===== src/rtl/hc_pkg.sv =====
package hc_pkg;

  // command from the search control to one vertex machine
  typedef enum logic [2:0] {
    V_NONE,
    V_CLEAR,
    V_WAKE,
    V_ADVANCE,
    V_STUCK,
    V_RELEASE
  } vcmd_t;

  // per-vertex state: idle, just woken, parked on a neighbour, stalled
  typedef enum logic [1:0] {
    VS_IDLE,
    VS_AWAKE,
    VS_NBR,
    VS_STUCK
  } vstate_t;

  // strobes from control to datapath
  typedef struct packed {
    logic latchAdj;
    logic countClr;
    logic countEn;
    logic setFound;
    logic setMiss;
  } dpStrobe_t;

endpackage


===== src/rtl/hc_vertex_fsm.sv =====
module hc_vertex_fsm
  import hc_pkg::*;
#(
  parameter int N  = 5,
  parameter int IW = 3
) (
  input  logic          clk,
  input  logic          rst,
  input  vcmd_t         cmd,
  input  logic [IW-1:0] parentIn,
  input  logic [N-1:0]  adjRow,
  input  logic [N-1:0]  idleVec,
  output logic          isIdle,
  output logic          isAwake,
  output logic          isStuck,
  output logic          hasNext,
  output logic [IW-1:0] nextIdx,
  output logic [IW-1:0] parentIdx
);

  vstate_t       state;
  logic [IW-1:0] ptr;
  logic [N-1:0]  cand;

  // candidates: adjacent, idle, and beyond the last tried neighbour
  always_comb begin
    for (int j = 0; j < N; j++) begin
      cand[j] = adjRow[j] && idleVec[j] &&
                ((state == VS_AWAKE) || (IW'(j) > ptr));
    end
  end

  // lowest-index candidate wins
  always_comb begin
    nextIdx = '0;
    for (int j = N - 1; j >= 0; j--) begin
      if (cand[j]) nextIdx = IW'(j);
    end
  end

  assign hasNext = |cand;
  assign isIdle  = (state == VS_IDLE);
  assign isAwake = (state == VS_AWAKE);
  assign isStuck = (state == VS_STUCK);

  always_ff @(posedge clk) begin
    if (rst) begin
      state     <= VS_IDLE;
      ptr       <= '0;
      parentIdx <= '0;
    end else begin
      case (cmd)
        V_CLEAR:   state <= VS_IDLE;
        V_WAKE: begin
          state     <= VS_AWAKE;
          parentIdx <= parentIn;
        end
        V_ADVANCE: begin
          state <= VS_NBR;
          ptr   <= nextIdx;
        end
        V_STUCK:   state <= VS_STUCK;
        V_RELEASE: state <= VS_IDLE;
        default:   ;
      endcase
    end
  end

  // control releases only a machine that has stalled
  a_r3_release_after_stall: assert property (@(posedge clk) disable iff (rst)
    cmd == V_RELEASE |-> state == VS_STUCK);

  // an advance is only ordered when an idle neighbour remains
  a_r2_advance_has_target: assert property (@(posedge clk) disable iff (rst)
    cmd == V_ADVANCE |-> hasNext);

  // a stalled machine waits in that state until the release arrives
  a_r3_stall_held: assert property (@(posedge clk) disable iff (rst)
    (state == VS_STUCK) && (cmd == V_NONE) |=> state == VS_STUCK);

endmodule


===== src/rtl/hc_search_ctrl.sv =====
module hc_search_ctrl
  import hc_pkg::*;
#(
  parameter int N           = 5,
  parameter int IW          = 3,
  parameter bit CHECK_FOUND = 1'b1
) (
  input  logic         clk,
  input  logic         rst,
  input  logic         start,
  input  logic [N*N-1:0] adjFlat,
  output dpStrobe_t    strobe
);

  logic          run, runNext;
  logic [IW-1:0] owner, ownerNext, parentBus;
  vcmd_t         cmdArr [N];
  logic [N-1:0]  idleVec, awakeVec, stuckVec, hasNextVec;
  logic [IW-1:0] nextArr [N];
  logic [IW-1:0] parentArr [N];
  logic          allActive;

  assign allActive = ~|idleVec;

  for (genvar v = 0; v < N; v++) begin : g_vtx
    hc_vertex_fsm #(.N(N), .IW(IW)) u_vtx (
      .clk       (clk),
      .rst       (rst),
      .cmd       (cmdArr[v]),
      .parentIn  (parentBus),
      .adjRow    (adjFlat[v*N +: N]),
      .idleVec   (idleVec),
      .isIdle    (idleVec[v]),
      .isAwake   (awakeVec[v]),
      .isStuck   (stuckVec[v]),
      .hasNext   (hasNextVec[v]),
      .nextIdx   (nextArr[v]),
      .parentIdx (parentArr[v])
    );
  end

  always_comb begin
    for (int v = 0; v < N; v++) cmdArr[v] = V_NONE;
    strobe    = '0;
    runNext   = run;
    ownerNext = owner;
    parentBus = owner;
    if (!run) begin
      if (start) begin
        for (int v = 0; v < N; v++) cmdArr[v] = V_CLEAR;
        cmdArr[0]       = V_WAKE;
        parentBus       = '0;
        runNext         = 1'b1;
        ownerNext       = '0;
        strobe.latchAdj = 1'b1;
        strobe.countClr = 1'b1;
      end
    end else begin
      strobe.countEn = 1'b1;
      if (CHECK_FOUND && awakeVec[owner] && allActive &&
          adjFlat[int'(owner) * N]) begin
        strobe.setFound = 1'b1;
        runNext         = 1'b0;
      end else if (stuckVec[owner]) begin
        cmdArr[owner] = V_RELEASE;
        if (owner == '0) begin
          strobe.setMiss = 1'b1;
          runNext        = 1'b0;
        end else begin
          ownerNext = parentArr[owner];
        end
      end else if (hasNextVec[owner]) begin
        cmdArr[owner]          = V_ADVANCE;
        cmdArr[nextArr[owner]] = V_WAKE;
        ownerNext              = nextArr[owner];
      end else begin
        cmdArr[owner] = V_STUCK;
      end
    end
  end

  always_ff @(posedge clk) begin
    if (rst) begin
      run   <= 1'b0;
      owner <= '0;
    end else begin
      run   <= runNext;
      owner <= ownerNext;
    end
  end

  // only the token holder can be freshly woken or stalled
  a_r1_one_fresh: assert property (@(posedge clk) disable iff (rst)
    $countones(awakeVec) <= 1);
  a_r1_one_stall: assert property (@(posedge clk) disable iff (rst)
    $onehot0(stuckVec));

  // the root stays busy for the whole search
  a_r4_root_busy: assert property (@(posedge clk) disable iff (rst)
    run |-> !idleVec[0]);

  // a start during a search does not restart it
  a_r6_start_ignored: assert property (@(posedge clk) disable iff (rst)
    run && start |-> !strobe.countClr && !strobe.latchAdj);

endmodule


===== src/rtl/hc_datapath.sv =====
module hc_datapath
  import hc_pkg::*;
#(
  parameter int N  = 5,
  parameter int CW = 16
) (
  input  logic           clk,
  input  logic           rst,
  input  dpStrobe_t      strobe,
  input  logic [N*N-1:0] adjIn,
  output logic [N*N-1:0] adjFlat,
  output logic           done,
  output logic           found,
  output logic [CW-1:0]  cycleCount
);

  logic [N*N-1:0] adjSym;

  // symmetric closure with diagonal removed
  always_comb begin
    for (int i = 0; i < N; i++) begin
      for (int j = 0; j < N; j++) begin
        adjSym[i*N+j] = (i != j) && (adjIn[i*N+j] || adjIn[j*N+i]);
      end
    end
  end

  always_ff @(posedge clk) begin
    if (rst) begin
      adjFlat    <= '0;
      done       <= 1'b0;
      found      <= 1'b0;
      cycleCount <= '0;
    end else begin
      if (strobe.latchAdj) adjFlat <= adjSym;
      if (strobe.countClr) begin
        cycleCount <= '0;
        done       <= 1'b0;
        found      <= 1'b0;
      end else begin
        if (strobe.countEn && !(&cycleCount)) cycleCount <= cycleCount + 1'b1;
        if (strobe.setFound) begin
          done  <= 1'b1;
          found <= 1'b1;
        end else if (strobe.setMiss) begin
          done  <= 1'b1;
          found <= 1'b0;
        end
      end
    end
  end

  // verdict and count hold until the next accepted start
  a_r8_verdict_hold: assert property (@(posedge clk) disable iff (rst)
    done && !strobe.countClr |=> done && $stable(found) && $stable(cycleCount));

  // a positive verdict is only visible together with done
  a_r5_found_with_done: assert property (@(posedge clk) disable iff (rst)
    found |-> done);

  // reset clears the outputs
  a_r11_reset_clears: assert property (@(posedge clk)
    rst |=> !done && !found && cycleCount == '0);

endmodule


===== src/rtl/hc_solver.sv =====
module hc_solver
  import hc_pkg::*;
#(
  parameter int N  = 5,
  parameter int CW = 16
) (
  input  logic           clk,
  input  logic           rst,
  input  logic           start,
  input  logic [N*N-1:0] adjIn,
  output logic           done,
  output logic           found,
  output logic [CW-1:0]  cycleCount
);

  localparam int IW          = (N > 1) ? $clog2(N) : 1;
  localparam bit CHECK_FOUND = (N >= 3);  // tiny graphs never report a hit

  dpStrobe_t      strobe;
  logic [N*N-1:0] adjFlat;

  hc_search_ctrl #(.N(N), .IW(IW), .CHECK_FOUND(CHECK_FOUND)) u_ctrl (
    .clk     (clk),
    .rst     (rst),
    .start   (start),
    .adjFlat (adjFlat),
    .strobe  (strobe)
  );

  hc_datapath #(.N(N), .CW(CW)) u_dp (
    .clk        (clk),
    .rst        (rst),
    .strobe     (strobe),
    .adjIn      (adjIn),
    .adjFlat    (adjFlat),
    .done       (done),
    .found      (found),
    .cycleCount (cycleCount)
  );

endmodule


===== config.mk =====
export PLATFORM = sky130hd
export DESIGN_NAME = hc_solver
export DESIGN_NICKNAME = d
export VERILOG_FILES = /design/src/rtl/hc_pkg.sv /design/src/rtl/hc_vertex_fsm.sv /design/src/rtl/hc_search_ctrl.sv /design/src/rtl/hc_datapath.sv /design/src/rtl/hc_solver.sv
export SDC_FILE = /design/constraint.sdc
export NUM_CORES = 1
export LEC_CHECK = 0
export CORE_ASPECT_RATIO = 0.75
export CORE_MARGIN = 1
export CORE_UTILIZATION = 35
export DETAILED_ROUTE_END_ITERATION = 6
export GPL_ROUTABILITY_DRIVEN = 0
export SYNTH_ARGS = -nofsm -noshare
export SYNTH_HDL_FRONTEND = slang
export SYNTH_SLANG_ARGS = --single-unit

===== constraint.sdc =====
create_clock -name clk -period 3.3 [get_ports clk]
set_clock_uncertainty 0.05 [all_clocks]
set_input_delay 0.66 -clock clk [delete_from_list [all_inputs] [get_ports clk]]
set_output_delay 0.66 -clock clk [all_outputs]
set_load 0.005 [all_outputs]

# After elaboration in Yosys (flattened, before gate mapping)
# Cells that the tools add are included.
classes:
  n_addsub: 1
  multipliers: 1
  order_cmp: 26
  n_eq_ne: 38
  mux: 72
  bitwise: 5
  reduce_logical: 103
ops:
  columns: ["op", "n"]
  rows:
  - ["two-way mux 3 bit", 33]
  - ["two-way mux 15 bit", 4]
  - ["logical AND 1 bit", 45]
  - ["one-hot mux 2 bit (4 select lines)", 5]
  - ["less-than comparator 32 x 7 -> 1 bit (second input constant)", 1]
  - ["equality test 3 x 2 -> 1 bit (second input constant)", 10]
  - ["equality test 3 bit (second input constant)", 10]
  - ["logical OR 1 bit", 30]
  - ["greater-than comparator 1 x 3 -> 1 bit (first input constant)", 8]
  - ["greater-than comparator 2 x 3 -> 1 bit (first input constant)", 8]
  - ["nonzero test 4 bit", 5]
  - ["OR reduction 4 bit", 5]
  - ["binary-select mux 3 bit (select 3 bit)", 2]
  - ["demux 3 bit (select 3 bit)", 2]
  - ["two-way mux 1 bit", 18]
  - ["adder 16 x 1 -> 16 bit (second input constant)", 1]
  - ["AND reduction 16 bit", 1]
  - ["equality test 3 x 1 -> 1 bit (second input constant)", 5]
  - ["two-way mux 14 bit", 1]
  - ["greater-than comparator 3 bit (first input constant)", 4]
  - ["OR reduction 2 bit", 6]
  - ["AND 9 x 10 -> 10 bit", 1]
  - ["equality test 2 x 1 -> 1 bit (second input constant)", 5]
  - ["equality test 2 bit (second input constant)", 5]
  - ["18 further kinds", 31]
totals:
  ff_bits: 82
  inputBits: 28
  elab_cells: 267

# Logic depth before layout (Yosys ltp)
depth:
  word_depth: 24
  mapped_depth: 12
  mapped_depth_nobuf: 10

# By module
# From an unflattened synthesis, not the netlist that was laid out.
hier_totals:
  hier_cells: 632
  hier_area_um2: 5223.8
modules_own_cells:
  columns: ["module", "instances", "cells_per_inst", "area_each_um2"]
  rows:
  - ["hc_vertex_fsm (u_ctrl.g_vtx[0].u_vtx ...)", 4, 57, 520.5]
  - ["hc_datapath", 1, 168, 1395.1]
  - ["hc_search_ctrl", 1, 182, 1261.2]
  - ["hc_vertex_fsm (u_ctrl.g_vtx[4].u_vtx)", 1, 54, 485.5]

# Worst setup path after synthesis
# OpenSTA, ideal clock, no wires.
synth_timing:
  kind: "register to register"
  start: "register u_ctrl.owner[0]"
  end: "register u_ctrl.g_vtx[2].u_vtx.parentIdx[1]"
  setup_ns: 0.088
  arrival_time_ns: 2.665
  path_slack_ns: 0.497
  stages_incl_launch_ff: 12
  path_buffers: 2
  synth_period_minus_slack_ns: 2.803
  path_cell_list: "dfxtp_1 ha_1 clkbuf_1 mux2_2 a211oi_1 o21ai_1 o21ai_1 o21a_2 a31oi_1 or3_1 buf_2 o32ai_2"
synth_via:
  elab_chain_cells: 16
  word_cells_on_any_way: 35
  classes_between: "mul: 1; order compare: 4; eq/ne: 1; mux: 20; bitwise: 5; reduce/logical: 4"
synth_rtl:
  columns: ["item", "line_no", "source"]
  rows:
  - ["start: declaration", "hc_search_ctrl.sv:16", "logic [IW-1:0] owner, ownerNext, parentBus;"]
  - ["start signal: assignment", "hc_search_ctrl.sv:88", "owner <= ownerNext;"]
  - ["inverter 3 -> 4 bit (not written as such)", null, null]
  - ["binary-select mux 3 bit (select 3 bit)", "hc_search_ctrl.sv:74", "cmdArr[nextArr[owner]] = V_WAKE;"]
  - ["two-way mux 3 bit (not written as such) (2 in a row)", "hc_search_ctrl.sv:74", null]
  - ["inverter 3 -> 4 bit (not written as such)", "hc_search_ctrl.sv:74", null]
  - ["greater-or-equal comparator 4 bit (not written as such) or less-than comparator 4 x 1 -> 1 bit (tied branches)", "hc_search_ctrl.sv:74", null]
  - ["logical AND 1 bit (not written as such)", "hc_search_ctrl.sv:74", null]
  - ["two-way mux 3 bit (not written as such)", "hc_search_ctrl.sv:74", null]
  - ["demux 3 bit (select 3 bit)", "hc_search_ctrl.sv:74", null]
  - ["inverter 10 bit (no line)", null, null]
  - ["AND 9 x 10 -> 10 bit (no line)", null, null]
  - ["two-way mux 15 bit", "hc_search_ctrl.sv:72", "end else if (hasNextVec[owner]) begin"]
  - ["two-way mux 15 bit", "hc_search_ctrl.sv:64", "end else if (stuckVec[owner]) begin"]
  - ["two-way mux 15 bit *", "hc_search_ctrl.sv:60", "if (CHECK_FOUND && awakeVec[owner] && allActive &&"]
  - ["two-way mux 15 bit *", "hc_search_ctrl.sv:48", "if (!run) begin"]
  - ["equality test 3 x 2 -> 1 bit *", "hc_vertex_fsm.sv:52", "case (cmd)"]
  - ["end signal: assignment", "hc_vertex_fsm.sv:56", "parentIdx <= parentIn;"]
  - ["end: declaration", "hc_vertex_fsm.sv:18", "output logic [IW-1:0] parentIdx"]
# Mark *: on every way between the ends. The rest lies on a longest branch, timed or not. The select of a mux whose other input is x is not followed.
# A chain may end at the register's enable or synchronous reset.

# Final worst setup path
layout_timing:
  start: "register u_ctrl.g_vtx[3].u_vtx.state[0]"
  end: "register u_ctrl.g_vtx[3].u_vtx.ptr[2]"
layout_via:
  elab_chain_cells: 22
  word_cells_on_any_way: 68
  classes_between: "order compare: 2; eq/ne: 3; mux: 32; bitwise: 4; reduce/logical: 27"
layout_rtl:
  columns: ["item", "line_no", "source"]
  rows:
  - ["start: declaration", "hc_vertex_fsm.sv:21", "vstate_t state;"]
  - ["start signal: assignment", "hc_vertex_fsm.sv:48", "state <= VS_IDLE;"]
  - ["start signal: assignment", "hc_vertex_fsm.sv:53", "V_CLEAR: state <= VS_IDLE;"]
  - ["start signal: assignment", "hc_vertex_fsm.sv:55", "state <= VS_AWAKE;"]
  - ["equality test 2 x 1 -> 1 bit or zero test 2 bit (tied branches)", "hc_vertex_fsm.sv:29, hc_vertex_fsm.sv:43, hc_vertex_fsm.sv:42", null]
  - ["logical OR 1 bit or logical AND 1 bit (tied branches)", "hc_vertex_fsm.sv:29, hc_vertex_fsm.sv:28", null]
  - ["logical AND 1 bit", "hc_vertex_fsm.sv:28", "cand[j] = adjRow[j] && idleVec[j] &&"]
  - ["two-way mux 3 bit or two-way mux 2 bit (tied branches)", "hc_vertex_fsm.sv:37", "if (cand[j]) nextIdx = IW'(j);"]
  - ["two-way mux 3 bit (3 in a row)", "hc_vertex_fsm.sv:37", null]
  - ["binary-select mux 3 bit (select 3 bit)", "hc_search_ctrl.sv:74", null]
  - ["two-way mux 3 bit (not written as such) (2 in a row)", "hc_search_ctrl.sv:74", null]
  - ["inverter 3 -> 4 bit (not written as such)", "hc_search_ctrl.sv:74", null]
  - ["(+3 left out)", null, null]
  - ["demux 3 bit (select 3 bit)", "hc_search_ctrl.sv:74", null]
  - ["inverter 10 bit (no line)", null, null]
  - ["AND 9 x 10 -> 10 bit (no line)", null, null]
  - ["two-way mux 15 bit", "hc_search_ctrl.sv:72", null]
  - ["two-way mux 15 bit", "hc_search_ctrl.sv:64", null]
  - ["two-way mux 15 bit", "hc_search_ctrl.sv:60", null]
  - ["two-way mux 15 bit", "hc_search_ctrl.sv:48", null]
  - ["equality test 3 x 2 -> 1 bit", "hc_vertex_fsm.sv:52", null]
  - ["end signal: assignment", "hc_vertex_fsm.sv:60", "ptr <= nextIdx;"]
  - ["end: declaration", "hc_vertex_fsm.sv:22", "logic [IW-1:0] ptr;"]
# Parallel ways exist; a longest one is shown, timed or not. The select of a mux whose other input is x is not followed.

==> summary.txt <==
Synthesis
  – Netlist cell types: 73
  – Cells after Synth: 534
  – Post-Synth Simple-Gate Area: 0.280
  – Ys Warns: 0
  – Mapped Area: 4290 µm²
  – Largest cells by area after synthesis: dfxtp_1 33%, nor2_1 5.5%, nand2_1 4.4%, mux2i_1 3.7%, a21oi_1 3.4%
  – Post-Synth Adder-Cell Area: 0.00875
  – Top post-synthesis cells by count: 71 x dfxtp_1, 63 x nor2_1, 50 x nand2_1, 29 x a21oi_1, 25 x nand3_1
  – Dominant synthesized flop cell: dfxtp_1
  – Post-synth EDFFs: 0
  – Share of the synthesized area in the top cell type: 0.331
  – Async SR Flop Fraction: 0
  – Sequential fraction of the synthesis area: 0.331
  – Largest family of logic cells by synthesized area: simple AND/OR/NAND/NOR gates
  – XOR/XNOR share of the synthesized area: 0.0286
  – Synth Register Bits: 71
  – Count leader, synth: dfxtp_1
  – Compound-gate portion of the synthesized area: 0.246
  – Mux cell area share after synthesis: 0.0609
  – Area leader, netlist: dfxtp_1
  – Syn Nets: 565
  – Post-Syn Area per Cell: approximately 8 µm²

Global route
  – Vias in the first global route: 4,034
  – Largest net degree at the start of global routing: 40
  – Grt ovf: 0
  – First-pass GRT wire length: 21,900 µm
  – GRT Util Overall: 0.223
  – Initial antenna violation count: 0

Route
  – Drt total wl: 13,500 µm
  – Initial DRC count: roughly 570
  – WL/cell: around 18 µm
  – First-pass DRT Iterations: 5
  – Antenna-violating nets left: 0
  – DR vias/cell: 5.86
  – Via count: 4,370
  – Residual DRC: 0

Clocking
  – CTS clk-pin slew, worst paths: 0.06 ns
  – Skew-Pair Late Insertion Delay: 0.34 ns
  – Post-CTS setup buffer count: 0
  – Clock root buffer: clkbuf_16
  – # H-tree levels: 3
  – CTS max path bufs: 2
  – TritonCTS sink count: 71
  – CTS tree: yes
  – CTS Buf Count: 9

Floorplan
  – DIE HEIGHT: 97.9 µm
  – Core box area: 11,800 µm²
  – Initial Util: 0.364
  – Die width: around 130 µm
  – Num ports: 46
  – Total die area: 12,700 µm²
  – Row count: 34

Timing
  – Max_slew headroom: 0.500
  – Worst-margin pin slew: roughly 0.74 ns
  – Hold slack: 0.412 ns
  – RSZ-0062 raised after global routing: yes
  – Final Max Slew Viols: 0
  – Fin crit share: 0.960
  – Final Hold Viols: 0
  – Min Clock Period, post-route: 3.17 ns
  – Highest clock rate: 316 MHz
  – Finish-stage setup viols: 0

Cells and area
  – Final instance area: 5230 µm²
  – Post-Layout Cell Count: about 750
  – Fillers: 1,178
  – Area growth from synthesis to layout: 22.0%
  – Diodes inserted: 0
  – # nets final: 611
  – Proportion of layout cells with a drive suffix above 1: 0.120

Power and ir drop
  – Combinational share of power: 0.218
  – Clk pwr share: 0.386
  – Max VDD drop: 0.261 mV
  – Leakage: 1.90 nW
  – Sequential share of power: 0.396
  – P_int: 0.00163 W
  – PwrDens: 450 nW/µm²
  – Net Switching: 0.000724 W
  – Switching share of power: 0.307

Critical path
  – Slowest CP cell: nor2_1
  – CP Cell Sequence: nor2_1, and2_1, o22ai_1, o32ai_1, nor2_1, o21a_1, or3_1, o41ai_1
  – WP data arrival: 3.35 ns
  – Family with the most delay on the worst path: simple AND/OR/NAND/NOR gates
  – R2R setup slack: between 0.1 and 0.15 ns
  – Worst setup SP type: flop
  – Setup CP Type: reg -> reg
  – Reg2reg path depth: 8
  – Cell repeated most along the worst path: nor2_1
  – CP required: 3.48 ns
  – Setup crit end kind: flop
  – Crit. path cell count: 8
  – Max incr delay on CP: 0.51 ns
  – Worst Path Buf+Inv: 0
  – Crit-path max FO: 7

Job
  – MaxCap Viol Count: 0

Place
  – Post-DP Area: 4950 µm²
  – Detailed Place HPWL: 10,200 µm
  – Port Buf Inserts: 40
  – Placed cell count: between 700 and 800

Hold path
  – Worst min path class: reg -> reg
  – Hold Path Stages: 2

Status
  – Status: complete, no violations
[layout by cell type, fill, tap and decap left out, types with 4 or more instances in the layout]
| cell type | count |
|---|---|
| dfxtp_1 | 71 |
| a21o_1 | 4 |
| mux2i_1 | 16 |
| o21a_1 | 5 |
| o21ai_0 | 20 |
| a211oi_1 | 12 |
| buf_4 | 25 |
| nor3_1 | 24 |
| inv_1 | 14 |
| a32o_1 | 4 |
| nor3b_1 | 4 |
| or4_1 | 5 |
| nand2b_1 | 4 |
| or2_2 | 6 |
| and3_1 | 12 |
| clkdlybuf4s50_1 | 40 |
| nor4b_1 | 4 |
| a31oi_1 | 10 |
| nand3_1 | 25 |
| or3_1 | 8 |
| xor2_1 | 11 |
| nand4_1 | 6 |
| a211o_1 | 5 |
| nor2b_1 | 5 |
| nand2_1 | 50 |
| nor3b_2 | 5 |
| o211ai_1 | 12 |
| a21oi_1 | 29 |
| nor2_1 | 62 |
| clkbuf_16 | 9 |
| o211a_1 | 5 |
[power by group through the flow]
stage          clock (W)  combinational (W)  sequential, W
2_1_floorplan          0           0.000338       0.000927
3_3_place_gp           0           0.000489       0.000948
3_5_place_dp           0           0.000495       0.000948
4_1_cts         0.000922           0.000498       0.000930
5_1_grt         0.000959           0.000553       0.000935
6_report        0.000910           0.000513       0.000932
[path summary, 6_finish.rpt]
path	from	end
worst min register to register	u_ctrl.g_vtx[3].u_vtx.parentIdx[2]	u_ctrl.g_vtx[3].u_vtx.parentIdx[2]
worst max register to register	u_ctrl.g_vtx[3].u_vtx.state[0]	u_ctrl.g_vtx[3].u_vtx.ptr[2]
worst min-delay path	u_ctrl.g_vtx[3].u_vtx.parentIdx[2]	u_ctrl.g_vtx[3].u_vtx.parentIdx[2]
worst max-delay path	u_ctrl.g_vtx[3].u_vtx.state[0]	u_ctrl.g_vtx[3].u_vtx.ptr[2]
[kinds of logic (layout without fill, tap and decap cells)]
logic type	after synthesis	after routing
DFF	71	71
muxes	22	22
AOI/OAI and AO/OA	145	145
adders and majority gates	3	3
buffers and inverters	45	95
and+or+nand+nor	234	234
xor gates and xnor gates	14	14
[per-stage QoR]
| step | power [W] | setup TNS [ns] | utilization | worst slack (ns) |
|---|---|---|---|---|
| after global placement | 0.00144 | 0 | 0.420 | 0.210 |
| after CTS | 0.00235 | 0 | 0.443 | 0.140 |
| after global routing | 0.00245 | -0.0146 | 0.444 | -0.0146 |
| after detailed placement | 0.00144 | 0 | 0.420 | 0.140 |
| final | 0.00235 | 0 | 0.444 | 0.131 |
| after floorplan | 0.00127 | 0 | - | 0.497 |
[tightest hold or removal path, cell delays in order (launching register included)]
cell and delay [ns]:
dfxtp_1 0.31, nand2_1 0.05, mux2i_1 0.05
[state kept, by name (all words and copies together) (netlist names)]
| name | count |
|---|---|
| u_dp.found | 1 |
| u_ctrl.g_vtx.u_vtx.state | 10 |
| u_ctrl.run | 1 |
| u_dp.adjFlat | 10 |
| u_ctrl.owner | 3 |
| u_ctrl.g_vtx.u_vtx.parentIdx | 15 |
| u_dp.done | 1 |
| u_dp.cycleCount | 16 |
| u_ctrl.g_vtx.u_vtx.ptr | 14 |
[area by class of cell]
class | count | area (µm²) | share of cell area
multi-input combinational | 418 | 2690 | 0.514
sequential | 71 | 1420 | 0.272
timing repair buffer | 65 | 588 | 0.112
clock buffer | 13 | 260 | 0.0497
tap | 162 | 203 | 0.0387
inverter | 15 | 56.3 | 0.0108
clock inverter | 2 | 16.3 | 0.00311
[per-layer routing]
layer  up-vias  global-route usage  wire length [µm]
met5         -                   0                 0
met4         0              0.0483                87
met3         8              0.0608              1360
met2       204               0.300              5380
met1      2088               0.344              6700
li1       2070                   -                 -
[repair_timing]
item                                    4_1_cts  5_1_grt
endpoints found under the setup margin        0        7
resized for setup                             0        2
hold buffers                                  0        0
Power figures use the tool's default switching activity.
